[config.mk]
export PLATFORM = sky130hd
export DESIGN_NAME = vco_chdiv
export DESIGN_NICKNAME = d
export VERILOG_FILES = /design/src/rtl/vco_chdiv_pkg.sv /design/src/rtl/vco_chdiv_cfg.sv /design/src/rtl/vco_chdiv_front.sv /design/src/rtl/vco_chdiv_tail.sv /design/src/rtl/vco_chdiv.sv
export SDC_FILE = /design/constraint.sdc
export NUM_CORES = 1
export LEC_CHECK = 0
export CAP_MARGIN = 10
export CORE_ASPECT_RATIO = 0.7
export CORE_UTILIZATION = 39
export CTS_CLUSTER_DIAMETER = 200
export DETAILED_ROUTE_END_ITERATION = 10
export PLACE_DENSITY = 0.58
export SLEW_MARGIN = 20
export SYNTH_ARGS = -nofsm -noshare
export SYNTH_HDL_FRONTEND = slang
export SYNTH_HIERARCHICAL = 1
export SYNTH_SLANG_ARGS = --single-unit
[constraint.sdc]
create_clock -name clk_vco -period 1.6 [get_ports clk_vco]
set_clock_uncertainty 0.1 [all_clocks]
set_input_delay 0.16 -clock clk_vco [delete_from_list [all_inputs] [get_ports clk_vco]]
set_output_delay 0.16 -clock clk_vco [all_outputs]
set_load 0.01 [all_outputs]
[src/rtl/vco_chdiv_pkg.sv]
package vco_chdiv_pkg;
  localparam int CODE_W = 4;
  localparam int N_TAIL = 2;
  localparam int PATH_W = N_TAIL + 1;
  localparam int DIV_W  = 4;
  localparam int OSEL_W = 2;

  typedef logic [DIV_W-1:0] div_t;

  typedef struct packed {
    logic [PATH_W-1:0]      path;
    logic                   odd;
    div_t [N_TAIL-1:0]      tail_div;
  } cfg_t;

  function automatic div_t code_to_div(input logic [CODE_W-1:0] code);
    div_t d;
    case (code)
      4'b0001: d = 4'd2;
      4'b0010: d = 4'd4;
      4'b0100: d = 4'd6;
      4'b1000: d = 4'd8;
      default: d = '0;
    endcase
    return d;
  endfunction
endpackage

[src/rtl/vco_chdiv_cfg.sv]
module vco_chdiv_cfg
  import vco_chdiv_pkg::*;
(
  input  logic                           clk,
  input  logic                           rst_n,
  input  logic                           master_en,
  input  logic                           front_en,
  input  logic                           front_odd,
  input  logic [N_TAIL-1:0]              tail_en,
  input  logic [N_TAIL-1:0][CODE_W-1:0]  tail_code,
  input  logic [PATH_W-1:0]              path_sel,
  output cfg_t                           cfg_q,
  output logic                           run_q,
  output logic                           load
);
  cfg_t cfg_d;
  logic ok_d;

  always_comb begin
    cfg_d      = '0;
    cfg_d.path = path_sel;
    cfg_d.odd  = front_odd;
    ok_d       = master_en & front_en & $onehot(path_sel);
    for (int i = 0; i < N_TAIL; i++) begin
      if (|(path_sel >> (i + 1))) begin
        cfg_d.tail_div[i] = code_to_div(tail_code[i]);
        ok_d = ok_d & tail_en[i] & (cfg_d.tail_div[i] != '0);
      end
    end
    load = ~ok_d | (cfg_d != cfg_q);
  end

  always_ff @(posedge clk or negedge rst_n) begin
    if (!rst_n) begin
      cfg_q <= '0;
      run_q <= 1'b0;
    end else begin
      cfg_q <= cfg_d;
      run_q <= ok_d;
    end
  end

  AST_MASTER_GATE: assert property (@(posedge clk) disable iff (!rst_n)
    !master_en |=> !run_q);
endmodule

[src/rtl/vco_chdiv_front.sv]
module vco_chdiv_front (
  input  logic clk,
  input  logic rst_n,
  input  logic load,
  input  logic adv,
  input  logic odd,
  input  logic run,
  output logic wave,
  output logic wrap
);
  logic [1:0] cnt_q, cnt_d, last;
  logic       lead_q, lead_d, trail_q, cnt_en;

  always_comb begin
    last   = odd ? 2'd2 : 2'd1;
    cnt_en = load | adv;
    cnt_d  = cnt_q;
    if (load)
      cnt_d = '0;
    else if (adv)
      cnt_d = (cnt_q == last) ? 2'd0 : cnt_q + 2'd1;
    lead_d = (cnt_d == 2'd0);
    wrap   = adv & ~load & (cnt_q == last);
  end

  always_ff @(posedge clk or negedge rst_n) begin
    if (!rst_n) begin
      cnt_q  <= '0;
      lead_q <= 1'b1;
    end else if (cnt_en) begin
      cnt_q  <= cnt_d;
      lead_q <= lead_d;
    end
  end

  // half-cycle copy of the lead pulse, stretches the odd ratio to 50% duty
  always_ff @(negedge clk or negedge rst_n) begin
    if (!rst_n)
      trail_q <= 1'b0;
    else
      trail_q <= run & lead_q;
  end

  assign wave = lead_q | (odd & trail_q);

  AST_FRONT_RANGE: assert property (@(posedge clk) disable iff (!rst_n)
    !odd |-> (cnt_q != 2'd2));
  AST_FRONT_PHASE: assert property (@(posedge clk) disable iff (!rst_n)
    load |=> (cnt_q == 2'd0 && lead_q));
endmodule

[src/rtl/vco_chdiv_tail.sv]
module vco_chdiv_tail #(
  parameter int DIV_W = 4,
  localparam int CNT_W = DIV_W - 1
) (
  input  logic             clk,
  input  logic             rst_n,
  input  logic             load,
  input  logic             step,
  input  logic [DIV_W-1:0] div,
  output logic             lvl,
  output logic             carry
);
  logic [CNT_W-1:0] c_q, c_d;
  logic [DIV_W-1:0] last, half;
  logic             lvl_q, lvl_d, c_en, live;

  always_comb begin
    last  = div - 1'b1;
    half  = div >> 1;
    live  = (div != '0);
    c_en  = load | (step & live);
    c_d   = c_q;
    lvl_d = lvl_q;
    if (load) begin
      c_d   = '0;
      lvl_d = 1'b1;
    end else if (step && live) begin
      c_d   = ({1'b0, c_q} == last) ? '0 : c_q + 1'b1;
      lvl_d = ({1'b0, c_d} < half);
    end
    carry = step & ~load & live & ({1'b0, c_q} == last);
  end

  always_ff @(posedge clk or negedge rst_n) begin
    if (!rst_n) begin
      c_q   <= '0;
      lvl_q <= 1'b1;
    end else if (c_en) begin
      c_q   <= c_d;
      lvl_q <= lvl_d;
    end
  end

  assign lvl = lvl_q;

  AST_TAIL_RESTART: assert property (@(posedge clk) disable iff (!rst_n)
    load |=> (c_q == '0 && lvl_q));
  AST_TAIL_IDLE: assert property (@(posedge clk) disable iff (!rst_n)
    (!load && !step) |=> $stable(c_q));
endmodule

[src/rtl/vco_chdiv.sv]
module vco_chdiv
  import vco_chdiv_pkg::*;
(
  input  logic              clk_vco,
  input  logic              rst_n,
  input  logic              div_en,
  input  logic              front_en,
  input  logic              front_odd,
  input  logic              mid_en,
  input  logic [CODE_W-1:0] mid_code,
  input  logic              back_en,
  input  logic [CODE_W-1:0] back_code,
  input  logic [PATH_W-1:0] path_sel,
  input  logic [OSEL_W-1:0] out_sel,
  output logic              clk_out
);
  logic [1:0]                    rst_pipe;
  logic                          rst_s;
  logic [N_TAIL-1:0]             tail_en;
  logic [N_TAIL-1:0][CODE_W-1:0] tail_code;
  cfg_t                          cfg_q;
  logic                          run_q, load;
  logic [N_TAIL:0]               step;
  logic [PATH_W-1:0]             lvl_all;
  logic                          div_lvl;

  always_ff @(posedge clk_vco or negedge rst_n) begin
    if (!rst_n)
      rst_pipe <= '0;
    else
      rst_pipe <= {rst_pipe[0], 1'b1};
  end
  assign rst_s = rst_pipe[1];

  assign tail_en      = {back_en, mid_en};
  assign tail_code[0] = mid_code;
  assign tail_code[1] = back_code;

  vco_chdiv_cfg u_cfg (
    .clk       (clk_vco),
    .rst_n     (rst_s),
    .master_en (div_en),
    .front_en  (front_en),
    .front_odd (front_odd),
    .tail_en   (tail_en),
    .tail_code (tail_code),
    .path_sel  (path_sel),
    .cfg_q     (cfg_q),
    .run_q     (run_q),
    .load      (load)
  );

  vco_chdiv_front u_front (
    .clk   (clk_vco),
    .rst_n (rst_s),
    .load  (load),
    .adv   (run_q),
    .odd   (cfg_q.odd),
    .run   (run_q),
    .wave  (lvl_all[0]),
    .wrap  (step[0])
  );

  for (genvar g = 0; g < N_TAIL; g++) begin : g_tail
    vco_chdiv_tail #(.DIV_W(DIV_W)) u_tail (
      .clk   (clk_vco),
      .rst_n (rst_s),
      .load  (load),
      .step  (step[g]),
      .div   (cfg_q.tail_div[g]),
      .lvl   (lvl_all[g+1]),
      .carry (step[g+1])
    );
  end

  assign div_lvl = run_q & |(cfg_q.path & lvl_all);

  always_comb begin
    case (out_sel)
      2'd0:    clk_out = div_lvl;
      2'd1:    clk_out = clk_vco;
      default: clk_out = 1'b0;
    endcase
  end

  AST_IDLE_LOW: assert property (@(posedge clk_vco) disable iff (!rst_s)
    (out_sel == 2'd0 && !run_q) |-> !clk_out);
  AST_RESERVED_LOW: assert property (@(posedge clk_vco) disable iff (!rst_s)
    out_sel[1] |-> !clk_out);
endmodule

==> flow_summary.toml <==
[run_status]
status = "finished with violations"
violations = "negative setup slack"

[hold_path]
hp-class = "in -> reg"

[pwr]
fin_total_pwr_mw = 1.59
powerDensity_nw_per_um2 = 559
p_leak_nw = 1.29
vdd_drop_max_v = 0.000332

[clock_tree]
clkLatencyLatePin_ps = 370
clk_pin_slew_ps = 100
tritoncts = "built"

[cells_and_area]
nFillCells = 340
area_growth_pct = 60.1
multi_input_area_um2 = 1230
layout_commonest_cell = "buf_4"
final_layout_size_suffix_gt1_frac = 0.450
fin_nets = 310
ff_latch_area_um2 = 629
n_antenna_cell = 0
layout_common_cells = "buf_4 (70), dfrtp_1 (21), inv_1 (11), xor2_1 (11), xnor2_1 (10)"

[yosys]
synth_area_um2 = 1780
synth_cells = 181
syn_area_per_cell_um2 = 9.84
ys_warn_count = 6

[worst_setup_path]
critPathLaunchType = "flip-flop"
critical_path_class = "reg -> reg"
cp.required_ps = 1820
end_kind = "flip-flop"
cp_slowest_cell = "or4_4"
path_cells = "inv_2 > ha_4 > xor2_2 > or4_4 > a31oi_4 > nor2_1 > ha_1 > nand2_1 > nand4_2 > or4b_1 > o21a_1"
cp_top_family = "simple AND/OR/NAND/NOR gates"
critical_path_arrival_ps = 3020
cp.buffers_inverters = 1
path_max_fanout = 3
critical_path.max_stage_delay_ps = 510

[grt]
antenna_found_initial = 0
overflow = 0
grt_max_degree = 23
grt_use_total = 0.234
grt_pass1_wl_um = 8240
first_global_vias = 1832

[sta]
finalHoldViolations = 0
finalSetupViolCount = 15
period_share = 1.75
tns_ps = -8860
finalMaxSlewViolations = 0
max_freq_mhz = 357
layout_setup_ws_ps = -1200
rsz0062_at_grt = "true"
min_period_ps = 2800

[placement]
io_buffers = 20
gp_congestion = 0.818
place_ws_ps = -1650
dpl.hpwl_um = 3640

[run]
max-cap-violations = 0

[route]
wl_um = 5050
wl_per_cell_um = 15.1
ant_nets = 0
vias_per_cell = 5.19
drt_iter0_drc = 120
firstDrtPassIters = 4
vias = 1740
drc_errors = 0

[floorplan]
initial_utilization = 0.409
core_area_um2 = 4350
die_w_um = 82.8
io_pins = 21
die_area_um2 = 4840
die_y_um = 58.5
row_count = 20
metrics by stage:
stage                     utilization  std cells  cell area [um2]  hold WS (ps)
after global placement          0.578        312             2520           228
final                           0.655        335             2850          68.9
after CTS                       0.637        330             2770          60.5
after floorplan                     -        182             1830          -236
after detailed placement        0.578        312             2520           238
after global routing            0.655        335             2850          54.8
metal layers:
| layer | global-route usage | vias up | share of wire |
|---|---|---|---|
| met5 | 0 | - | 0 |
| met4 | 0.0591 | 0 | 0.0077 |
| met3 | 0.0822 | 5 | 0.043 |
| met2 | 0.379 | 40 | 0.48 |
| met1 | 0.299 | 843 | 0.47 |
| li1 | - | 852 | - |
final cells by class:
type                            count  share of cell area
Inverter                           15              0.0198
Sequential cell                    25               0.221
Clock buffer                        8              0.0320
Multi-Input combinational cell    138               0.433
Tap cell                           55              0.0241
Timing Repair Buffer               94               0.270
power breakdown:
group	switching [mW]	internal [mW]
clock network	0.257	0.351
logic	0.153	0.175
registers	0.0107	0.645
total	0.421	1.17
registers in the layout, indices dropped and copies added, names as in the netlist:
signal,count
u_cfg/cfg_q,10
g_tail.u_tail/c_q,6
g_tail.u_tail/lvl,2
rst_pipe,2
u_front/cnt_q,2
u_cfg/run_q,1
u_front/lead_q,1
u_front/trail_q,1
path summary, 6_finish.rpt:
path | start | endpoint | slack [ps] | depth (start not counted)
worst min register to register | rst_pipe[1]$_DFF_PN0_ | g_tail[1].u_tail/c_q[2]$_DFFE_PN0P_ | 260 | 1
max in group asynchronous | rst_pipe[1]$_DFF_PN0_ | u_front/trail_q$_DFF_NN0_ | 580 | 0
worst min-delay path | path_sel[0] | u_cfg/cfg_q[9]$_DFF_PN0_ | 70 | 2
min in group asynchronous | rst_pipe[1]$_DFF_PN0_ | g_tail[1].u_tail/c_q[2]$_DFFE_PN0P_ | 260 | 1
worst max register to register | u_cfg/cfg_q[5]$_DFF_PN0_ | g_tail[1].u_tail/lvl$_DFFE_PN1P_ | -1200 | 11
worst max-delay path | u_cfg/cfg_q[5]$_DFF_PN0_ | g_tail[1].u_tail/lvl$_DFFE_PN1P_ | -1200 | 11
repair_timing:
item | CTS | global route
resized for setup | 39 | 13
setup endpoints to repair | 19 | 15
pin swaps | 15 | 11
gates cloned | 0 | 0
hold buffers | 1 | 0
endpoints found under the hold margin | 2 | 0
setup buffers | 10 | 9
Power figures use the tool's default switching activity.
